[src/rtl/ddr_unpack_pkg.sv]
package ddr_unpack_pkg;
    localparam int PIX_W     = 10;
    localparam int GROUP     = 4;
    localparam int ROWS      = 2;
    localparam int HALF_W    = PIX_W / 2;
    localparam int SLOTS     = GROUP * ROWS;
    localparam int LINE_BITS = SLOTS * HALF_W;
    localparam int COL_W     = 12;
endpackage

[src/rtl/ddr_pix_join.sv]
module ddr_pix_join #(
    parameter int PIX_W        = 10,
    parameter bit EVEN_ON_RISE = 1'b1
) (
    input  logic [PIX_W/2-1:0] rise_bits,
    input  logic [PIX_W/2-1:0] fall_bits,
    output logic [PIX_W-1:0]   pix
);
    localparam int HALF_W = PIX_W / 2;

    for (genvar k = 0; k < HALF_W; k++) begin : g_bit
        if (EVEN_ON_RISE) begin : g_even_rise
            assign pix[2*k]   = rise_bits[k];
            assign pix[2*k+1] = fall_bits[k];
        end else begin : g_even_fall
            assign pix[2*k]   = fall_bits[k];
            assign pix[2*k+1] = rise_bits[k];
        end
    end
endmodule

[src/rtl/line_tracker.sv]
module line_tracker #(
    parameter int COL_W = 12,
    parameter int GROUP = 4
) (
    input  logic             clk,
    input  logic             rst_n,
    input  logic             beat_valid,
    input  logic             line_sync,
    input  logic [COL_W-1:0] row_len,
    output logic             accept,
    output logic [COL_W-1:0] base_col,
    output logic             is_first,
    output logic             is_last
);
    typedef struct packed {
        logic             active;
        logic [COL_W-1:0] cnt;
    } trk_t;

    trk_t st_d, st_q;
    logic armed;
    logic [COL_W:0] reach;

    always_comb begin
        st_d     = st_q;
        armed    = line_sync | st_q.active;
        base_col = line_sync ? '0 : st_q.cnt;
        accept   = beat_valid & armed;
        reach    = {1'b0, base_col} + (COL_W+1)'(GROUP);
        is_first = (base_col == '0);
        is_last  = (reach >= {1'b0, row_len});
        st_d.active = armed;
        st_d.cnt    = base_col;
        if (accept) begin
            st_d.cnt    = reach[COL_W-1:0];
            st_d.active = ~is_last;
        end
    end

    always_ff @(posedge clk) begin
        if (!rst_n) st_q <= '0;
        else        st_q <= st_d;
    end

    // a cycle without a beat leaves the count where it was
    p_hold_on_blank_r8: assert property (@(posedge clk) disable iff (!rst_n)
        (!beat_valid && !line_sync) |=> (st_q.cnt == $past(st_q.cnt)));

    // after the last beat, the line stays closed until a sync
    p_closed_after_end_r7: assert property (@(posedge clk) disable iff (!rst_n)
        (accept && is_last) |=> !st_q.active);
endmodule

[src/rtl/ddr_pixel_unpacker.sv]
module ddr_pixel_unpacker
    import ddr_unpack_pkg::*;
#(
    parameter int PW       = PIX_W,
    parameter int GRP      = GROUP,
    parameter int CW       = COL_W,
    parameter bit EVEN_RISE = 1'b1,
    localparam int HW      = PW / 2,
    localparam int NSLOT   = GRP * ROWS,
    localparam int LW      = NSLOT * HW,
    localparam int RW      = GRP * PW
) (
    input  logic          clk,
    input  logic          rst_n,
    input  logic [CW-1:0] row_len,
    input  logic          line_sync,
    input  logic          beat_valid,
    input  logic [LW-1:0] rise_lines,
    input  logic [LW-1:0] fall_lines,
    output logic          pix_valid,
    output logic          pix_sol,
    output logic          pix_eol,
    output logic [CW-1:0] pix_col,
    output logic [RW-1:0] top_pix,
    output logic [RW-1:0] bot_pix
);
    typedef struct packed {
        logic          valid;
        logic          sol;
        logic          eol;
        logic [CW-1:0] col;
        logic [RW-1:0] top;
        logic [RW-1:0] bot;
    } out_t;

    out_t out_d, out_q;
    logic [NSLOT*PW-1:0] joined;
    logic          accept, is_first, is_last;
    logic [CW-1:0] base_col;

    for (genvar p = 0; p < NSLOT; p++) begin : g_slot
        ddr_pix_join #(.PIX_W(PW), .EVEN_ON_RISE(EVEN_RISE)) u_join (
            .rise_bits (rise_lines[p*HW +: HW]),
            .fall_bits (fall_lines[p*HW +: HW]),
            .pix       (joined[p*PW +: PW])
        );
    end

    line_tracker #(.COL_W(CW), .GROUP(GRP)) u_trk (
        .clk        (clk),
        .rst_n      (rst_n),
        .beat_valid (beat_valid),
        .line_sync  (line_sync),
        .row_len    (row_len),
        .accept     (accept),
        .base_col   (base_col),
        .is_first   (is_first),
        .is_last    (is_last)
    );

    always_comb begin
        out_d       = out_q;
        out_d.valid = accept;
        out_d.sol   = accept & is_first;
        out_d.eol   = accept & is_last;
        if (accept) begin
            out_d.col = base_col;
            out_d.top = joined[0 +: RW];
            out_d.bot = joined[RW +: RW];
        end
    end

    always_ff @(posedge clk) begin
        if (!rst_n) out_q <= '0;
        else        out_q <= out_d;
    end

    assign pix_valid = out_q.valid;
    assign pix_sol   = out_q.sol;
    assign pix_eol   = out_q.eol;
    assign pix_col   = out_q.col;
    assign top_pix   = out_q.top;
    assign bot_pix   = out_q.bot;

    // inside a line the column moves by one group per output beat
    p_col_step_r5: assert property (@(posedge clk) disable iff (!rst_n)
        (pix_valid && !pix_sol) |-> (pix_col == $past(pix_col) + CW'(GRP)));

    // a line start always names column zero
    p_sol_col0_r6: assert property (@(posedge clk) disable iff (!rst_n)
        (pix_valid && pix_sol) |-> (pix_col == '0));

    // no input beat, no output beat one cycle later
    p_blank_r8: assert property (@(posedge clk) disable iff (!rst_n)
        !beat_valid |=> !pix_valid);

    // after a line end, only a fresh sync lets a beat through
    p_after_eol_r7: assert property (@(posedge clk) disable iff (!rst_n)
        (pix_valid && pix_eol) |-> (!out_d.valid || line_sync));

    // flags never stand without the strobe
    p_flags_need_valid_r1: assert property (@(posedge clk) disable iff (!rst_n)
        (pix_sol || pix_eol) |-> pix_valid);
endmodule

[config.mk]
export PLATFORM = sky130hd
export DESIGN_NAME = ddr_pixel_unpacker
export DESIGN_NICKNAME = d
export VERILOG_FILES = /design/src/rtl/ddr_unpack_pkg.sv /design/src/rtl/ddr_pix_join.sv /design/src/rtl/line_tracker.sv /design/src/rtl/ddr_pixel_unpacker.sv
export SDC_FILE = /design/constraint.sdc
export NUM_CORES = 1
export LEC_CHECK = 0
export ABC_AREA = 1
export CAP_MARGIN = 30
export CORE_MARGIN = 8
export CORE_UTILIZATION = 35
export DETAILED_ROUTE_END_ITERATION = 8
export PLACE_DENSITY = 0.79
export SYNTH_ARGS = -nofsm -noshare
export SYNTH_HDL_FRONTEND = slang
export SYNTH_SLANG_ARGS = --single-unit
export TNS_END_PERCENT = 30
[constraint.sdc]
create_clock -name clk -period 3.2 [get_ports clk]
set_clock_uncertainty 0.2 [all_clocks]
set_input_delay 0.48 -clock clk [delete_from_list [all_inputs] [get_ports clk]]
set_output_delay 0.48 -clock clk [all_outputs]
set_load 0.005 [all_outputs]
==> flow_summary.ini <==
[synthesis]
synth_area_um2 = 4430
synthCells = 593
synthArstFlopShare_pct = 0
yosysWarnings = 0
ys_ff_latch = 108
ys_types = 32
syn_area_per_cell_um2 = 7.47
synth_edf_count = 0
syn_nets = 703
ys_seq_area_share_pct = 48.8
synthFlopType = dfxtp_1

[setup_path]
r2r_start = u_trk.st_q[2]
r2r_setup_slack_ns = 0.64
cp.arrival_ns = 2.88
cpPeakStageDelay_ns = 0.48
endpoint_kind = flop
critPathCapture = pix_eol
crit_top_cell = nand2_1
critPathLaunch = line_sync
worst-path-max-fanout = 8
startpoint_type = input port
cpLargestDelayFamily = buffers and inverters
cp.buffers_inverters = 4
critPathRequiredTime_ns = 3.24
crit_chain = clkdlybuf4s50_1 -> buf_4 -> inv_1 -> nand4_1 -> nor2_4 -> nand2_1 -> xor2_1 -> inv_1 -> ha_1 -> nand2_1 -> nand2_1 -> nand2_1 -> nand2_1 -> a21oi_1 -> nand3_2 -> nand2_1 -> nor2_1
critPathSlowestCell = clkdlybuf4s50_1
path_depth = 17
crit_type = in2reg
rr_worst_depth = 17
reg2reg_to = pix_eol

[place]
port_buffers = 190
place_congestion = 0.830
dpl_worst_slack_ns = 0.0156
hpwl_mm = 9.45
placedCellCount = 933

[clock_network]
clockBufferDepth = 2
h-tree-depth = 3
post_cts_buffers = 0
cts_sinks = 108
clk_pin_slew_worst_paths_ns = 0.07
holdBufCountCts = 0
postCtsResizedCells = 0
cts_buffers = 9
tritoncts = built
cts-root-buf = clkbuf_16
worstSkewPairLatency_ns = 0.34

[sta]
final_max_slew_viol_count = 0
tns_ns = 0
slew_headroom_pct = 67.0
worst_pin_slew_ns = 0.495
layout_min_cycle_time_ns = 2.83
finalCritPeriodShare_pct = 88.5
fin_ws_ns = 0.369
fmax_mhz = 353
hold_viol_final = 0
rsz0062_at_grt = false
setup_viol = 0

[floorplanning]
dieArea_um2 = 16500
rows = 41
initial_utilization_pct = 35.4
die_x_um = 129
design.core.area_um2 = 12500
boundaryPins = 191
die_height_um = 129

[final_layout]
nets = 882
fillers = 1225
area.growth.synth_to_final_pct = 53.1
final_cell_mix = 189 x clkdlybuf4s50_1, 184 x nor2_1, 108 x dfxtp_1, 97 x o21ai_0, 51 x inv_1
antenna_cells = 0
final_core_util_pct = 54.2
final_cells = 949
drive_gt1_share_pct = 6.31
layout_commonest_cell = clkdlybuf4s50_1

[pwr]
ir_worst_vdd_uv = 242
power_frac_comb_pct = 18.7
switching_power_uw = 814
clkPwrFrac_pct = 34.9
p_seq_share_pct = 46.4
cellPowerDensity_nw_per_um2 = 474
swShare_pct = 25.3
total_power_uw = 3220
internal-power_uw = 2400
leakage_uw = 0.00287

[global_routing]
grt_pass1_vias = 4050
grt_first_pass_wirelength_mm = 20.5
grt_use_total_pct = 15.6
overflow = 0
antenna_found_initial = 0
grt_start_max_net_pins = 98

[detailed_routing]
drtAntennaViolNets = 0
drt_first_iter_violations = 238
wl_per_cell_um = 13.6
post-route-drc-count = 0
routed-via-count = 4242
routed_wl_mm = 12.9
drt-pass1-iter-count = 4
via_per_inst = 4.47

[hold_path]
min_path_cells = 2
hp-class = reg2reg

[job]
drv_cap = 0

[run_status]
status = finished clean
## layout make-up
cell class                      instances  area, um2  area share, %
Clock buffer                            9        225           3.32
Timing Repair Buffer                  201       2000           29.5
Inverter                               55        209           3.08
Sequential cell                       108       2160           31.9
Multi-Input combinational cell        397       1890           27.9
Tap cell                              172        215           3.17
Clock inverter                          7       73.8           1.09
## cell families after synthesis
| logic type | Yosys count | share of synthesized area [%] |
|---|---|---|
| xor+xnor | 2 | 0.395 |
| simple gates | 259 | 24.5 |
| fa+ha+maj | 14 | 3.95 |
| compound gates | 122 | 13.9 |
| flops | 108 | 48.8 |
| buf+inv | 88 | 8.47 |
## power groups by stage
stage                     sequential, uW  combinational, uW  clock [uW]
after floorplan                     1530                237           0
after global placement              1520                602           0
after detailed placement            1520                608           0
after CTS                           1490                611        1160
after global routing                1510                670        1210
final                               1490                601        1120
## stage by stage
stage               hold slack [ns]  area [um2]
floorplan                     0.222        4430
global placement              0.229        6480
detailed placement            0.236        6480
CTS                           0.259        6780
global route                  0.281        6780
finish                        0.256        6780
## registers in the layout, summed over array words and instances (netlist names)
| register | flops |
|---|---|
| pix_valid | 1 |
| top_pix | 40 |
| pix_eol | 1 |
| pix_col | 12 |
| u_trk.st_q | 13 |
| bot_pix | 40 |
| pix_sol | 1 |
## worst min path at each step
stage / start / to
global route: pix_col[2] / pix_col[2]
global placement: u_trk.st_q[1] / u_trk.st_q[1]
CTS: u_trk.st_q[1] / u_trk.st_q[1]
finish: u_trk.st_q[1] / u_trk.st_q[1]
detailed placement: u_trk.st_q[1] / u_trk.st_q[1]
floorplan: u_trk.st_q[1] / u_trk.st_q[1]
## synth_stat cells, types with 2 or more instances
| master | number | share of area (%) |
|---|---|---|
| nand2_1 | 44 | 3.7 |
| clkbuf_1 | 12 | 1.0 |
| buf_6 | 2 | 0.51 |
| nand2_2 | 5 | 0.71 |
| dfxtp_1 | 108 | 49 |
| inv_1 | 51 | 4.3 |
| buf_4 | 2 | 0.34 |
| nor2_4 | 5 | 1.3 |
| nand4_1 | 3 | 0.42 |
| or2_2 | 2 | 0.28 |
| buf_2 | 13 | 1.5 |
| inv_2 | 2 | 0.17 |
| nor2_1 | 184 | 16 |
| nor2_2 | 2 | 0.28 |
| clkbuf_2 | 4 | 0.45 |
| o21ai_1 | 2 | 0.23 |
| nand3_1 | 7 | 0.79 |
| xor2_1 | 2 | 0.40 |
| ha_1 | 14 | 4.0 |
| a21oi_1 | 21 | 2.4 |
| o21ai_0 | 97 | 11 |
## worst register-to-register path, cell delays in order (launching register included)
cell and delay (ns):
dfxtp_1 0.32, inv_1 0.08, nor2_1 0.14, ha_1 0.20, nand4_1 0.20, nor2_4 0.17, nand2_1 0.09, xor2_1 0.17
inv_1 0.06, ha_1 0.28, nand2_1 0.06, nand2_1 0.04, nand2_1 0.05, nand2_1 0.04, a21oi_1 0.14, nand3_2 0.11
nand2_1 0.07, nor2_1 0.04
## metal layers
| metal | vias to the layer above | global-route usage (%) | share of wire (%) |
|---|---|---|---|
| met5 | - | 0 | 0 |
| met4 | 0 | 6.29 | 1.3 |
| met3 | 11 | 3.06 | 7.7 |
| met2 | 139 | 26.2 | 47 |
| met1 | 1864 | 19.1 | 44 |
| li1 | 2228 | - | - |
Power figures use the tool's default switching activity.
